File: src/rtl/spram_pkg.sv
// Package: shared helpers for the single-port RAM wrapper.
// Assumes: nothing beyond integer parameters passed at elaboration.
package spram_pkg;

    // True when the lane width is one of the supported sizes.
    function automatic bit lane_width_ok(input int unsigned w);
        return (w == 8) || (w == 9) || (w == 10);
    endfunction

    // Number of lanes in a word of the given width.
    function automatic int unsigned lane_count(input int unsigned dw, input int unsigned bw);
        return dw / bw;
    endfunction

endpackage

File: src/rtl/spram_addr_stage.sv
// Module: address register with hold.
// Does: passes the incoming address through when hold_n is 1, otherwise the
//       latched address. Latches the address in use on every enabled edge.
// Assumes: ce already reflects the clock-enable option chosen at the top.
module spram_addr_stage #(
    parameter int unsigned ADDR_W = 4
) (
    input  logic              clk,
    input  logic              clr_n,
    input  logic              ce,
    input  logic              hold_n,
    input  logic [ADDR_W-1:0] addr_in,
    output logic [ADDR_W-1:0] addr_use,
    output logic [ADDR_W-1:0] addr_q
);

    // Choose between the new address and the latched one.
    always_comb begin
        addr_use = hold_n ? addr_in : addr_q;
    end

    // Latch the address in use; cleared asynchronously.
    always_ff @(posedge clk or negedge clr_n) begin
        if (!clr_n) begin
            addr_q <= '0;
        end else if (ce) begin
            addr_q <= addr_use;
        end
    end

    // a held edge must leave the latched address unchanged.
    assert_addr_hold_R5: assert property (@(posedge clk) disable iff (!clr_n)
        (ce && !hold_n) |=> (addr_q == $past(addr_q)))
        else $error("address moved while held");

    // a disabled edge must leave the latched address unchanged.
    assert_addr_noce_R7: assert property (@(posedge clk) disable iff (!clr_n)
        (!ce) |=> (addr_q == $past(addr_q)))
        else $error("address moved without clock enable");

endmodule

File: src/rtl/spram_array.sv
// Module: storage array and read register.
// Does: writes the masked lanes and registers the read word, passing new
//       data through when a read and a write share the edge.
// Assumes: the word count is a power of two; the array starts at zero.
module spram_array #(
    parameter int unsigned ADDR_W   = 4,
    parameter int unsigned DATA_W   = 16,
    parameter int unsigned BYTE_W   = 8,
    parameter bit          CLEAR_RD = 1'b1
) (
    input  logic                     clk,
    input  logic                     clr_n,
    input  logic                     ce,
    input  logic [ADDR_W-1:0]        addr,
    input  logic [DATA_W-1:0]        wdata,
    input  logic                     we,
    input  logic [DATA_W/BYTE_W-1:0] be,
    input  logic                     re,
    output logic [DATA_W-1:0]        rd_q
);

    localparam int unsigned DEPTH = 1 << ADDR_W;
    localparam int unsigned LANES = spram_pkg::lane_count(DATA_W, BYTE_W);

    logic [DATA_W-1:0] mem [DEPTH];
    logic [DATA_W-1:0] old_word;
    logic [DATA_W-1:0] merged;
    logic [DATA_W-1:0] rd_next;

    // Give every word a zero start value.
    initial begin
        for (int i = 0; i < DEPTH; i++) begin
            mem[i] = '0;
        end
    end

    // Build the word a write would leave behind.
    always_comb begin
        old_word = mem[addr];
        for (int l = 0; l < LANES; l++) begin
            merged[l*BYTE_W +: BYTE_W] = be[l] ? wdata[l*BYTE_W +: BYTE_W]
                                               : old_word[l*BYTE_W +: BYTE_W];
        end
        rd_next = we ? merged : old_word;
    end

    // Store the merged word on an enabled write edge.
    always_ff @(posedge clk) begin
        if (clr_n && ce && we) begin
            mem[addr] <= merged;
        end
    end

    generate
        if (CLEAR_RD) begin : g_rd_clr
            // Read register with asynchronous clear.
            always_ff @(posedge clk or negedge clr_n) begin
                if (!clr_n) begin
                    rd_q <= '0;
                end else if (ce && re) begin
                    rd_q <= rd_next;
                end
            end
        end else begin : g_rd_keep
            // Read register untouched by the clear.
            always_ff @(posedge clk) begin
                if (ce && re) begin
                    rd_q <= rd_next;
                end
            end
        end
    endgenerate

    // a read-during-write with every lane enabled returns the write data.
    assert_rdw_new_R4: assert property (@(posedge clk) disable iff (!clr_n)
        (ce && re && we && (&be)) |=> (rd_q == $past(wdata)))
        else $error("read-during-write did not return new data");

    // a disabled read keeps the read register.
    assert_rd_hold_R6: assert property (@(posedge clk) disable iff (!clr_n)
        (ce && !re) |=> $stable(rd_q))
        else $error("read register moved without read strobe");

    // a disabled edge keeps the read register.
    assert_rd_noce_R7: assert property (@(posedge clk) disable iff (!clr_n)
        (!ce) |=> $stable(rd_q))
        else $error("read register moved without clock enable");

endmodule

File: src/rtl/spram_out_stage.sv
// Module: optional output register.
// Does: either passes the read register straight through or re-registers it
//       on the selected output clock, with an optional asynchronous clear.
// Assumes: clk is already the chosen clock (input or separate output clock).
module spram_out_stage #(
    parameter int unsigned DATA_W  = 16,
    parameter bit          OUT_REG = 1'b1,
    parameter bit          CLR_Q   = 1'b1
) (
    input  logic              clk,
    input  logic              clr_n,
    input  logic              ce,
    input  logic [DATA_W-1:0] d,
    output logic [DATA_W-1:0] q
);

    generate
        if (!OUT_REG) begin : g_thru
            // No extra stage: the read register drives the port.
            always_comb begin
                q = d;
            end
        end else if (CLR_Q) begin : g_reg_clr
            // Output register with asynchronous clear.
            always_ff @(posedge clk or negedge clr_n) begin
                if (!clr_n) begin
                    q <= '0;
                end else if (ce) begin
                    q <= d;
                end
            end
        end else begin : g_reg_keep
            // Output register that ignores the clear.
            always_ff @(posedge clk) begin
                if (ce) begin
                    q <= d;
                end
            end
        end
    endgenerate

    generate
        if (OUT_REG) begin : g_chk
            // a disabled output edge keeps the port value.
            assert_out_hold_R8: assert property (@(posedge clk) disable iff (!clr_n)
                (!ce) |=> $stable(q))
                else $error("output register moved without clock enable");
            // an enabled output edge copies the read register.
            assert_out_copy_R2: assert property (@(posedge clk) disable iff (!clr_n)
                ce |=> (q == $past(d)))
                else $error("output register missed the read word");
        end
    endgenerate

endmodule

File: src/rtl/spram_wrap.sv
// Module: top of the configurable single-port RAM.
// Does: applies the option parameters to the enables, then chains the
//       address stage, the array with its read register and the output stage.
// Assumes: DATA_W is a multiple of BYTE_W, and BYTE_W is 8, 9 or 10; clr_n
//          changes away from the active clock edges.
module spram_wrap #(
    parameter int unsigned ADDR_W     = 4,
    parameter int unsigned DATA_W     = 16,
    parameter int unsigned BYTE_W     = 8,
    parameter bit          OUT_REG    = 1'b1,
    parameter bit          DUAL_CLK   = 1'b0,
    parameter bit          USE_IN_CE  = 1'b1,
    parameter bit          USE_OUT_CE = 1'b1,
    parameter bit          USE_BE     = 1'b1,
    parameter bit          USE_RD_EN  = 1'b1,
    parameter bit          CLR_Q      = 1'b1
) (
    input  logic                     in_clk,
    input  logic                     out_clk,
    input  logic                     clr_n,
    input  logic                     in_ce,
    input  logic                     out_ce,
    input  logic                     addr_hold_n,
    input  logic [ADDR_W-1:0]        addr,
    input  logic [DATA_W-1:0]        wdata,
    input  logic                     wr_en,
    input  logic [DATA_W/BYTE_W-1:0] byte_en,
    input  logic                     rd_en,
    output logic [DATA_W-1:0]        rdata
);

    localparam int unsigned LANES    = spram_pkg::lane_count(DATA_W, BYTE_W);
    localparam bit          CLEAR_RD = OUT_REG || CLR_Q;

    // Reject configurations that cannot be split into lanes.
    generate
        if ((DATA_W % BYTE_W) != 0) begin : g_bad_ratio
            $error("DATA_W must be a multiple of BYTE_W");
        end
        if (!spram_pkg::lane_width_ok(BYTE_W)) begin : g_bad_lane
            $error("BYTE_W must be 8, 9 or 10");
        end
    endgenerate

    logic              ice;
    logic              oce;
    logic              oclk;
    logic              re_use;
    logic [LANES-1:0]  be_use;
    logic [ADDR_W-1:0] addr_use;
    logic [ADDR_W-1:0] addr_q;
    logic [DATA_W-1:0] rd_q;

    // Resolve the option parameters into the enables the stages use.
    always_comb begin
        ice    = USE_IN_CE ? in_ce : 1'b1;
        oce    = USE_OUT_CE ? out_ce : (DUAL_CLK ? 1'b1 : ice);
        re_use = USE_RD_EN ? rd_en : 1'b1;
        be_use = USE_BE ? byte_en : '1;
    end

    // Pick the clock for the output register.
    assign oclk = DUAL_CLK ? out_clk : in_clk;

    spram_addr_stage #(
        .ADDR_W (ADDR_W)
    ) u_addr (
        .clk      (in_clk),
        .clr_n    (clr_n),
        .ce       (ice),
        .hold_n   (addr_hold_n),
        .addr_in  (addr),
        .addr_use (addr_use),
        .addr_q   (addr_q)
    );

    spram_array #(
        .ADDR_W   (ADDR_W),
        .DATA_W   (DATA_W),
        .BYTE_W   (BYTE_W),
        .CLEAR_RD (CLEAR_RD)
    ) u_array (
        .clk   (in_clk),
        .clr_n (clr_n),
        .ce    (ice),
        .addr  (addr_use),
        .wdata (wdata),
        .we    (wr_en),
        .be    (be_use),
        .re    (re_use),
        .rd_q  (rd_q)
    );

    spram_out_stage #(
        .DATA_W  (DATA_W),
        .OUT_REG (OUT_REG),
        .CLR_Q   (CLR_Q)
    ) u_out (
        .clk   (oclk),
        .clr_n (clr_n),
        .ce    (oce),
        .d     (rd_q),
        .q     (rdata)
    );

    // while the clear is low, the latched address reads as zero.
    assert_clr_addr_R9: assert property (@(posedge in_clk)
        (!clr_n) |-> (addr_q == '0))
        else $error("latched address not cleared");

endmodule

File: config.mk
export PLATFORM = sky130hd
export DESIGN_NAME = spram_wrap
export DESIGN_NICKNAME = d
export VERILOG_FILES = /design/src/rtl/spram_pkg.sv /design/src/rtl/spram_addr_stage.sv /design/src/rtl/spram_array.sv /design/src/rtl/spram_out_stage.sv /design/src/rtl/spram_wrap.sv
export SDC_FILE = /design/constraint.sdc
export NUM_CORES = 1
export LEC_CHECK = 0
export ABC_AREA = 1
export BUFFER_PORTS_ARGS = -buffer_cell sky130_fd_sc_hd__buf_2
export CAP_MARGIN = 20
export CORE_ASPECT_RATIO = 1.5
export CORE_MARGIN = 2
export CORE_UTILIZATION = 35
export DETAILED_ROUTE_END_ITERATION = 8
export PLACE_DENSITY = 0.49
export SETUP_SLACK_MARGIN = 0.15
export SYNTH_ARGS = -nofsm -noshare
export SYNTH_HDL_FRONTEND = slang
export SYNTH_SLANG_ARGS = --single-unit
File: constraint.sdc
create_clock -name in_clk -period 2.75 [get_ports in_clk]
set_input_delay 0.275 -clock in_clk [delete_from_list [all_inputs] [get_ports in_clk]]
set_output_delay 0.275 -clock in_clk [all_outputs]
set_load 0.005 [all_outputs]
==> results.json <==
{
  "outcome": "complete, no violations",
  "final_util": 0.411,
  "slew_headroom": 0.322,
  "nets": 1344,
  "die_w_um": 159,
  "grt_max_degree": 68,
  "grt_pass1_vias": 8512,
  "syn_to_final_growth_pct": 16.5,
  "crit_buf_inv": 2,
  "dp_hpwl_mm": 19.0,
  "core_area_sq_um": 35700,
  "path_cells": "nand2_2 -> nand2_4 -> buf_4 -> nand2_1 -> nand2_1 -> nand2_1 -> nand2_1 -> nand2_1 -> nand2_1 -> o21ai_1 -> nand2_1 -> buf_12",
  "root_buffer": "clkbuf_16",
  "path_common_cell": "nand2_1",
  "synth_top_family_by_area": "simple AND/OR/NAND/NOR gates",
  "synth_seq_cells": 292,
  "p_per_area_nw_per_um2": 720,
  "synth.distinct_cells": 23,
  "fin_hold_ws_ns": 0.0697,
  "first_iter_violations": 635,
  "diodes": 0,
  "grt_pass1_wl_mm": 49.1,
  "critPathCaptureType": "flop",
  "final_cell_mix": "nand2_1 (681), edfxtp_1 (256), nand3_1 (100)",
  "ioPinCount": 46,
  "yosys_warnings": 0,
  "synth_compound_area_frac": 0.0157,
  "arrival_ns": 2.68,
  "clockBufferDepth": 3,
  "power_uw": 10600,
  "wl_per_cell_um": 17.3,
  "gp_congestion": 0.757,
  "period_share": 0.822,
  "path_max_fanout": 49,
  "p_leak_uw": 0.00626,
  "synthesis.area_sq_um": 12600,
  "nFillCells": 3464,
  "layout_commonest_cell": "nand2_1",
  "startpoint_type": "flop",
  "synth-xor-area-share": 0,
  "drv_slew": 0,
  "crit_path_max_incr_delay_ns": 0.50,
  "antenna_found_initial": 1,
  "firstDrtPassIters": 5,
  "rows": 85,
  "drc": 0,
  "syn_area_per_cell_sq_um": 10.1,
  "setup.worst_path.class": "flop to flop",
  "hold_viol_final": 0,
  "avgViaCountPerCell": 4.69,
  "min_period_ns": 2.26,
  "syn-num-nets": 1281,
  "design_area_sq_um": 14700,
  "port_buffers": 44,
  "cts_made_buffers": 28,
  "yosys.area_share.simple": 0.260,
  "clk_pin_slew_worst_paths_ns": 0.07,
  "worst_pin_slew_ns": 1.01,
  "peakVddDrop_mv": 0.515,
  "cts_tree": "built",
  "holdBufCountCts": 2,
  "cp_top_family": "simple AND/OR/NAND/NOR gates",
  "setup_tns_ns": 0,
  "grt-ovfl-total": 0,
  "synthAdderAreaFrac": 0,
  "fmax_ghz": 0.443,
  "cp.required_ns": 3.17,
  "synthCells": 1251,
  "postCtsSetupRepairBufs": 0,
  "die_y_um": 237,
  "postCtsResizedCells": 0,
  "wirelength_mm": 31.3,
  "ant_nets": 0,
  "cts_max_level": 1,
  "die_area_sq_um": 37600,
  "rsz0062_at_grt": "false",
  "holdCritPathClass": "input pin to flop",
  "vias": 8505,
  "cap_viol_max_count": 0,
  "dpl-instance-area_sq_um": 13700,
  "drive_gt1_frac": 0.126,
  "yosysSeqAreaShare": 0.680,
  "clock_latency_ns": 0.56,
  "setup_viol": 0,
  "grt_usage": 0.168,
  "cp_slowest_cell": "buf_4",
  "fin_skew_ns": 0.0109,
  "synth_mux_area_frac": 0.0143,
  "start_util": 0.353,
  "clkSinkCount": 292
}
final cells by class:
class | count | area, sq um | share of cell area
clock buffer | 37 | 756 | 0.0514
sequential | 292 | 8590 | 0.584
tap | 478 | 598 | 0.0407
timing repair buffer | 97 | 798 | 0.0543
multi-input combinational | 880 | 3680 | 0.250
inverter | 15 | 61.3 | 0.00417
clock inverter | 15 | 223 | 0.0151
sequential cells by signal (all words and copies together), names as in the netlist:
| name | count |
|---|---|
| u_addr.addr_q | 4 |
| u_out.q | 16 |
| u_array.mem | 256 |
| u_array.rd_q | 16 |
Yosys cell counts:
library cell,number,area share
mux2_2,16,0.014
o21ai_2,2,0.0014
o21ai_1,16,0.0063
o21ai_0,4,0.0016
nand3_1,100,0.040
nand2_4,1,0.00089
nand2_2,4,0.0020
nor2_1,33,0.0098
inv_4,2,0.00099
a21oi_1,16,0.0063
nand2_1,683,0.20
clkbuf_1,16,0.0048
buf_4,5,0.0030
buf_6,1,0.00089
nor2_8,2,0.0032
dfrtp_1,36,0.071
or2_1,1,0.00050
edfxtp_1,256,0.61
inv_1,11,0.0033
nor2_2,2,0.00099
buf_2,37,0.015
buf_1,5,0.0015
inv_2,2,0.00059
final timing paths:
kind | from | end | slack, ns | cells past startpoint
setup / recovery | u_addr.addr_q[0]$_DFFE_PN0P_ | u_array.mem[0][10]$_DFFE_PP_ | 0.49 | 12
hold / removal | wdata[15] | u_array.rd_q[15]$_DFFE_PN0P_ | 0.07 | 5
setup reg to reg | u_addr.addr_q[0]$_DFFE_PN0P_ | u_array.mem[0][10]$_DFFE_PP_ | 0.49 | 12
max in group asynchronous | clr_n | u_addr.addr_q[3]$_DFFE_PN0P_ | 2.08 | 3
min in group asynchronous | clr_n | u_addr.addr_q[0]$_DFFE_PN0P_ | 0.33 | 3
hold reg to reg | u_array.rd_q[5]$_DFFE_PN0P_ | u_array.rd_q[5]$_DFFE_PN0P_ | 0.48 | 2
tightest hold or removal path: stages:
cell	delay, ns
buf_2	0.08
nand2_1	0.06
nand3_1	0.08
nand2_1	0.05
nand2_1	0.05
cells by family after synthesis:
group / after synthesis
multiplexers: 16
AO/OA/AOI/OAI: 38
flip-flops: 292
buffers and inverters: 79
AND/OR/NAND/NOR: 826
layer usage:
layer / GRT usage / wire length (um) / vias to the layer above
met1: 0.210 / 13500 / 4056
met3: 0.0224 / 1280 / 39
met2: 0.306 / 16000 / 156
met4: 0.0444 / 565 / 2
met5: 0 / 16 / -
li1: - / - / 4252
where the power goes:
group,leakage (uW),switching (uW),internal [uW]
Combinational,0.00302,895,457
Clock,0.000474,1630,2490
Sequential,0.00277,57.1,5050
Total,0.00626,2590,8000
stage by stage:
stage / instances / setup WS [ns]
after floorplan: 1251 / 0.427
after global placement: 1760 / 0.333
after detailed placement: 1760 / 0.313
after CTS: 1814 / 0.485
after global routing: 1814 / 0.274
final: 1814 / 0.490
Note: power is estimated with default switching activity, not from simulation.
